[config.mk]
export PLATFORM = sky130hd
export DESIGN_NAME = mclk_sel_ctl
export DESIGN_NICKNAME = d
export VERILOG_FILES = /design/src/rtl/mclk_pkg.sv /design/src/rtl/mclk_src_sel.sv /design/src/rtl/mclk_div.sv /design/src/rtl/mclk_rdy_seq.sv /design/src/rtl/mclk_sel_ctl.sv
export SDC_FILE = /design/constraint.sdc
export NUM_CORES = 1
export LEC_CHECK = 0
export BUFFER_PORTS_ARGS = -buffer_cell sky130_fd_sc_hd__buf_2
export CORE_MARGIN = 5
export CORE_UTILIZATION = 45
export CTS_CLUSTER_SIZE = 24
export DETAILED_ROUTE_END_ITERATION = 10
export GPL_TIMING_DRIVEN = 0
export PLACE_DENSITY_LB_ADDON = 0.12
export RECOVER_POWER = 100
export SYNTH_ARGS = -nofsm -noshare
export SYNTH_HDL_FRONTEND = slang
export SYNTH_SLANG_ARGS = --single-unit
[constraint.sdc]
create_clock -name clk -period 2.5 [get_ports clk]
set_clock_uncertainty 0.1 [all_clocks]
set_input_delay 0.5 -clock clk [delete_from_list [all_inputs] [get_ports clk]]
set_output_delay 0.5 -clock clk [all_outputs]
set_load 0.03 [all_outputs]
[src/rtl/mclk_pkg.sv]
`timescale 1ns/1ps
package mclk_pkg;

   typedef enum logic [1:0] {
      SRC_SLOW = 2'd0,
      SRC_MAIN = 2'd1,
      SRC_PLL  = 2'd2,
      SRC_RSVD = 2'd3
   } src_e;

   localparam int PRES_W  = 3;
   localparam int MAX_DIV = 1 << ((1 << PRES_W) - 2);
   localparam int CNT_W   = $clog2(MAX_DIV);
   localparam int CFG_W   = 2 + PRES_W;

   localparam logic [1:0] A_MODE  = 2'd0;
   localparam logic [1:0] A_STAT  = 2'd1;
   localparam logic [1:0] A_IESET = 2'd2;
   localparam logic [1:0] A_IECLR = 2'd3;

   function automatic logic [CNT_W-1:0] div_last(input logic [PRES_W-1:0] p);
      logic [CNT_W:0] d;
      if (p == {PRES_W{1'b1}}) begin
         return CNT_W'(2);
      end
      d = (CNT_W+1)'(1) << p;
      return CNT_W'(d - 1'b1);
   endfunction

endpackage

[src/rtl/mclk_src_sel.sv]
`timescale 1ns/1ps
module mclk_src_sel
   import mclk_pkg::*;
(
   input  src_e mode_src,
   input  logic pll_lock,
   input  logic slow_tick,
   input  logic main_tick,
   input  logic pll_tick,
   output src_e eff_src,
   output logic sel_tick
);
   localparam int NSRC = 4;

   logic [NSRC-1:0] tick_vec;

   generate
      for (genvar i = 0; i < NSRC; i++) begin : g_tick
         if (i == int'(SRC_MAIN)) begin : g_main
            assign tick_vec[i] = main_tick;
         end else if (i == int'(SRC_PLL)) begin : g_pll
            assign tick_vec[i] = pll_tick;
         end else begin : g_slow
            assign tick_vec[i] = slow_tick;
         end
      end
   endgenerate

   always_comb begin
      case (mode_src)
         SRC_MAIN: eff_src = SRC_MAIN;
         SRC_PLL:  eff_src = pll_lock ? SRC_PLL : SRC_SLOW;
         default:  eff_src = SRC_SLOW;
      endcase
   end

   assign sel_tick = tick_vec[eff_src];
endmodule

[src/rtl/mclk_div.sv]
`timescale 1ns/1ps
module mclk_div
   import mclk_pkg::*;
(
   input  logic              clk,
   input  logic              rst_n,
   input  logic              reload,
   input  logic              tick_in,
   input  logic [PRES_W-1:0] pres,
   output logic              tick_out
);
   logic [CNT_W-1:0] cnt;
   logic [CNT_W-1:0] lim;

   assign lim      = div_last(pres);
   assign tick_out = tick_in && (cnt == lim);

   always_ff @(posedge clk) begin
      if (!rst_n || reload) begin
         cnt <= '0;
      end else if (tick_in) begin
         cnt <= (cnt == lim) ? '0 : cnt + 1'b1;
      end
   end
endmodule

[src/rtl/mclk_rdy_seq.sv]
`timescale 1ns/1ps
module mclk_rdy_seq
   import mclk_pkg::*;
#(
   parameter int               SYNC_TICKS = 2,
   parameter logic [CFG_W-1:0] RST_CFG    = '0
) (
   input  logic             clk,
   input  logic             rst_n,
   input  logic [CFG_W-1:0] cfg,
   input  logic             sel_tick,
   output logic             change,
   output logic             ready
);
   localparam int SW = (SYNC_TICKS > 1) ? $clog2(SYNC_TICKS) : 1;

   logic [CFG_W-1:0] cfg_q;
   logic             rdy_q;
   logic [SW-1:0]    cnt;

   assign change = (cfg != cfg_q);
   assign ready  = rdy_q && !change;

   always_ff @(posedge clk) begin
      if (!rst_n) begin
         cfg_q <= RST_CFG;
         rdy_q <= 1'b1;
         cnt   <= '0;
      end else if (change) begin
         cfg_q <= cfg;
         rdy_q <= 1'b0;
         cnt   <= '0;
      end else if (!rdy_q && sel_tick) begin
         if (cnt == SW'(SYNC_TICKS - 1)) begin
            rdy_q <= 1'b1;
            cnt   <= '0;
         end else begin
            cnt <= cnt + 1'b1;
         end
      end
   end
endmodule

[src/rtl/mclk_sel_ctl.sv]
`timescale 1ns/1ps
module mclk_sel_ctl
   import mclk_pkg::*;
#(
   parameter int DATA_W     = 8,
   parameter int ADDR_W     = 2,
   parameter int SYNC_TICKS = 2
) (
   input  logic              clk,
   input  logic              rst_n,
   input  logic              slow_tick,
   input  logic              main_tick,
   input  logic              pll_tick,
   input  logic              pll_lock,
   input  logic              wr_en,
   input  logic [ADDR_W-1:0] wr_addr,
   input  logic [DATA_W-1:0] wr_data,
   input  logic [ADDR_W-1:0] rd_addr,
   output logic [DATA_W-1:0] rd_data,
   output logic              mck_tick,
   output logic              ready,
   output logic              irq
);
   localparam int PRES_LSB = 4;
   localparam logic [CFG_W-1:0] RST_CFG = {SRC_MAIN, {PRES_W{1'b0}}};

   generate
      if (DATA_W < PRES_LSB + PRES_W) begin : g_bad_dw
         $error("DATA_W too narrow for the mode word");
      end
      if (ADDR_W < 2) begin : g_bad_aw
         $error("ADDR_W must cover four registers");
      end
      if (SYNC_TICKS < 1) begin : g_bad_sync
         $error("SYNC_TICKS must be at least 1");
      end
   endgenerate

   src_e              mode_src;
   logic [PRES_W-1:0] mode_pres;
   logic              irq_en;
   src_e              eff_src;
   logic              sel_tick;
   logic              change;

   always_ff @(posedge clk) begin
      if (!rst_n) begin
         mode_src  <= SRC_MAIN;
         mode_pres <= '0;
         irq_en    <= 1'b0;
      end else if (wr_en) begin
         case (wr_addr)
            ADDR_W'(A_MODE): begin
               mode_src  <= src_e'(wr_data[1:0]);
               mode_pres <= wr_data[PRES_LSB +: PRES_W];
            end
            ADDR_W'(A_IESET): if (wr_data[0]) irq_en <= 1'b1;
            ADDR_W'(A_IECLR): if (wr_data[0]) irq_en <= 1'b0;
            default: ;
         endcase
      end
   end

   always_comb begin
      rd_data = '0;
      case (rd_addr)
         ADDR_W'(A_MODE): begin
            rd_data[1:0]                  = mode_src;
            rd_data[PRES_LSB +: PRES_W]   = mode_pres;
         end
         ADDR_W'(A_STAT):  rd_data[0] = ready;
         ADDR_W'(A_IESET): rd_data[0] = irq_en;
         default: ;
      endcase
   end

   mclk_src_sel u_sel (
      .mode_src  (mode_src),
      .pll_lock  (pll_lock),
      .slow_tick (slow_tick),
      .main_tick (main_tick),
      .pll_tick  (pll_tick),
      .eff_src   (eff_src),
      .sel_tick  (sel_tick)
   );

   mclk_div u_div (
      .clk      (clk),
      .rst_n    (rst_n),
      .reload   (change),
      .tick_in  (sel_tick),
      .pres     (mode_pres),
      .tick_out (mck_tick)
   );

   mclk_rdy_seq #(
      .SYNC_TICKS (SYNC_TICKS),
      .RST_CFG    (RST_CFG)
   ) u_rdy (
      .clk      (clk),
      .rst_n    (rst_n),
      .cfg      ({eff_src, mode_pres}),
      .sel_tick (sel_tick),
      .change   (change),
      .ready    (ready)
   );

   assign irq = ready && irq_en;
endmodule

==> flow_results.org <==
** Clock tree
- The number of clock buffers added by TritonCTS is 3.
- No sink is reached through more buffers than the 2 on the longest clock path.
- Clock latency on the worst-skew pair, taken at its later pin, is 0.30 ns.
- TritonCTS built the clock tree.
- For this design, the sink count on the clock tree is 19.
- H-tree level count :: 1
- Cell at the root of the clock tree :: sky130_fd_sc_hd__clkbuf_4
- In this run, post-CTS hold repair placed 0 buffers.
- Clock-pin slew was measured on the worst setup and hold paths at 0.11 ns.

** STA
- The count of final max-slew check failures was 0.
- Max Fclk :: 0.3770 GHz
- Dividing the final minimum period by the clock period gives 106.1%.
- Number of endpoints with negative hold slack in the final report :: 0
- Setup violations remaining at the end of the flow were counted as 4.
- Adding up every negative setup slack in the final design gives -0.4172 ns.
- The worst path in the final design needs a cycle of 2.652 ns, including I/O delays and setup.
- Max_slew headroom :: 64.72%
- Unrepaired setup endpoints after global routing :: true
- Worst setup slack after layout :: -0.1523 ns
- At the pin with the least slew margin, the transition time is 0.5269 ns.

** Global routing
- Wire length of the first global-routing pass :: 4.071 mm
- Vias in the first global route :: 959
- Total global routing overflow :: 0
- The initial antenna violation count came to 0.
- Combined global-route utilization of all metal layers :: 15.12%
- Largest net degree at the start of global routing :: 12

** Setup path
- Cell repeated most along the worst path :: sky130_fd_sc_hd__buf_6
- Startpoint type of the worst setup path :: flip-flop
- Critical path, cell by cell :: inv_2 > ha_4 > nand3b_1 > buf_6 > mux2i_4 > o2111ai_2 > a211oi_4 > buf_6
- Data on the critical path is required at its endpoint by 1.90 ns.
- Crit Reg-Reg Startpoint :: mode_src[0]
- On the worst path, the slowest cell contributes a delay of between 0.3 and 0.4 ns.
- Critical Path Slowest Stage Cell :: sky130_fd_sc_hd__dfxtp_2
- Largest fanout of any net on the critical path :: 2
- By startpoint and endpoint, the worst setup path is classified as flip-flop to output pin.
- Worst flop-to-flop path endpoint :: u_div.cnt[2]
- For the worst flop-to-flop path, the logic depth is 13.
- In this run the worst setup path begins at mode_src[0].
- For the worst setup path, the data arrival time is 2.05 ns.
- The worst setup path is captured at an output pin.
- The critical path ends at mck_tick.
- The worst register-to-register path has a setup slack of 0.09 ns.

** Placed design
- Total of buffers placed on input and output ports :: 23
- The placed instances occupy a cell area of 1231 sq um.
- The congestion estimate from routability-driven global placement came to 0.7752.
- After legalization and detailed placement, the total HPWL measured 1.694 mm.

** Logic synthesis
- Most frequent cell after synthesis :: sky130_fd_sc_hd__dfxtp_1
- In this run, distinct cell masters in the synthesized netlist total 34.
- Top cells by instance count after synthesis :: 19 x sky130_fd_sc_hd__dfxtp_1, 12 x sky130_fd_sc_hd__xor2_1, 10 x sky130_fd_sc_hd__nor2_1
- Post-synth EDFFs :: 0
- Dominant synthesized flop cell :: sky130_fd_sc_hd__dfxtp_1
- Of all cell types, the one taking the most synthesized area is sky130_fd_sc_hd__dfxtp_1.
- During synthesis, Yosys emitted a total of 0 warnings.
- Area share of the leading cell type in the synthesized netlist :: a little over a third
- The average instance in the mapped netlist occupies 8.925 sq um.
- Synth async-reset ratio :: 0%
- Sequential fraction of the synthesis area :: between 30% and 40%
- Top area cells in the synthesized netlist :: sky130_fd_sc_hd__dfxtp_1 36%, sky130_fd_sc_hd__xor2_1 9.8%, sky130_fd_sc_hd__mux2i_1 5.6%, sky130_fd_sc_hd__nor3_1 4.2%, sky130_fd_sc_hd__and2_1 4.1%
- Count of state elements after synthesis :: 19
- The mapped netlist covers 1071 sq um.
- Counting every instance in the synthesized netlist gives 120.

** Min path
- Hold path startpoint :: wr_data[1]
- The worst hold path was traced through 3 stages.
- Class of the tightest hold or removal check :: primary input to flip-flop

** Power
- Total power divided by cell area :: 459.2 nW/um^2
- Worst voltage drop across the vdd grid :: 297.7 uV
- Total power of the final layout :: 0.0006895 W
- The analysis attributes to cell leakage a power of 0.6951 nW.

** Run status
- The final reports fail on negative setup slack.
- Run status :: finished, violations left

** Detailed routing
- Number of optimization iterations in the first detailed-route pass :: 4
- Total DRC errors in the routed layout :: 0
- Wires add up to 2.601 mm.
- Number of design-rule violations left by the first detailed-router iteration :: 13
- Antenna Nets Post-Route :: 0
- The routed layout has 1010 vias.
- Wire length per cell :: roughly 13 um
- Vias per inst :: about 5.2

** Floorplan
- Height of the chip :: 58.79 um
- In this run the horizontal extent of the chip is between 50 and 60 um.
- Placeable Area :: 2233 sq um
- The initialized floorplan defines 17 standard-cell rows.
- For this configuration, the core starts out at a cell density of between 40% and 50%.
- Area of the die :: about 3500 sq um
- I/O pin count :: 30

** Final layout
- The finished cells cover 1501 sq um.
- The repair_antennas step left the layout with diodes totalling 0.
- Total of fill cells in the finished design :: 184
- Layout cell share with drive strength beyond 1 :: between 30% and 40%
- In the final layout, the multi-input gates occupy just over 700 sq um.
- At the end of the flow, the number of nets in the layout was 189.
- Relative to the synthesized area, the layout overhead comes to 40.19%.
- In the final layout, flip-flops and latches occupy about 380 sq um.

** Run
- Reported max-cap violation count :: 0
[power by group]
group          internal [W]  switching, W  leakage (nW)
Sequential         0.000315     0.0000116         0.154
Clock             0.0000598     0.0000966        0.0177
Combinational     0.0000986      0.000108         0.523
Total              0.000473      0.000216         0.695
[cell usage in the layout (no fill, tap or decap), types with 2 or more instances in the layout]
cell,n
sky130_fd_sc_hd__a21oi_1,6
sky130_fd_sc_hd__and2_1,6
sky130_fd_sc_hd__and3_1,2
sky130_fd_sc_hd__buf_2,20
sky130_fd_sc_hd__buf_4,18
sky130_fd_sc_hd__buf_6,8
sky130_fd_sc_hd__clkbuf_4,3
sky130_fd_sc_hd__conb_1,3
sky130_fd_sc_hd__dfxtp_1,17
sky130_fd_sc_hd__dfxtp_2,2
sky130_fd_sc_hd__ha_4,2
sky130_fd_sc_hd__inv_1,2
sky130_fd_sc_hd__inv_2,2
sky130_fd_sc_hd__mux2i_1,6
sky130_fd_sc_hd__nand2_1,7
sky130_fd_sc_hd__nand3_1,3
sky130_fd_sc_hd__nand4_1,4
sky130_fd_sc_hd__nor2_1,9
sky130_fd_sc_hd__nor3_1,9
sky130_fd_sc_hd__o21ai_0,2
sky130_fd_sc_hd__or3_1,2
sky130_fd_sc_hd__xnor2_1,2
sky130_fd_sc_hd__xor2_1,10
[routing by layer]
metal	global-route usage, %	up-vias	part of all wire, %
li1	-	498	-
met1	18.17	469	41
met2	25.08	37	51
met4	6.796	0	1.7
met5	0	-	0
met3	3.947	6	6.8
[layout make-up]
class | count | area share (%)
sequential | 19 | 25.50
buffer | 7 | 3.667
clock inverter | 1 | 0.3333
clock buffer | 3 | 1.500
timing repair buffer | 40 | 18.25
tap | 28 | 2.333
multi-input combinational | 92 | 47.42
inverter | 4 | 1.000
[flip-flops by register name (all words and copies together), names as in the netlist]
| register | cells |
|---|---|
| u_div.cnt | 6 |
| u_rdy.cfg_q | 5 |
| mode_pres | 3 |
| mode_src | 2 |
| irq_en | 1 |
| u_rdy.cnt | 1 |
| u_rdy.rdy_q | 1 |
[worst max-delay path: cells and delay by family (launching register included)]
kind / cells / cell delay (ns)
compound gates: 2 / 0.42
buf+inv: 3 / 0.35
flops: 1 / 0.35
simple gates: 1 / 0.15
mux: 1 / 0.24
fa+ha+maj: 1 / 0.24
[what timing repair did]
item                       CTS  global route
buffers inserted             9             8
setup endpoints to repair    4            11
resized for setup           12            13
pin swaps                    2             6
[cells by family after synthesis]
| logic type | count (synthesis) | share of synthesized area, % |
|---|---|---|
| and+or+nand+nor | 51 | 25.93 |
| DFF | 19 | 35.51 |
| AOI/OAI and AO/OA | 14 | 8.997 |
| xor gates and xnor gates | 14 | 11.45 |
| buffers and inverters | 11 | 6.541 |
| muxes | 7 | 7.710 |
| adders and majority gates | 3 | 3.505 |
| other | 1 | 0.3501 |
[stage by stage]
| stage | worst slack, ns | cells | hold WS (ns) | utilization (%) |
|---|---|---|---|---|
| after floorplan | 0.01189 | 122 | 0.3794 | - |
| after global placement | -0.2812 | 173 | 0.3978 | 55.13 |
| after detailed placement | -0.3217 | 173 | 0.4086 | 55.13 |
| after CTS | -0.2635 | 186 | 0.3087 | 61.51 |
| after global routing | -0.2341 | 194 | 0.3319 | 67.23 |
| final | -0.1523 | 194 | 0.3189 | 67.23 |
[worst min path at each step]
stage,end,slack [ns]
detailed placement,u_rdy.cnt,0.41
global placement,u_rdy.cnt,0.40
finish,mode_src[1],0.32
global route,mode_pres[2],0.33
CTS,mode_src[1],0.31
floorplan,u_rdy.cnt,0.38
No activity file was read; power rests on OpenSTA's default activity.
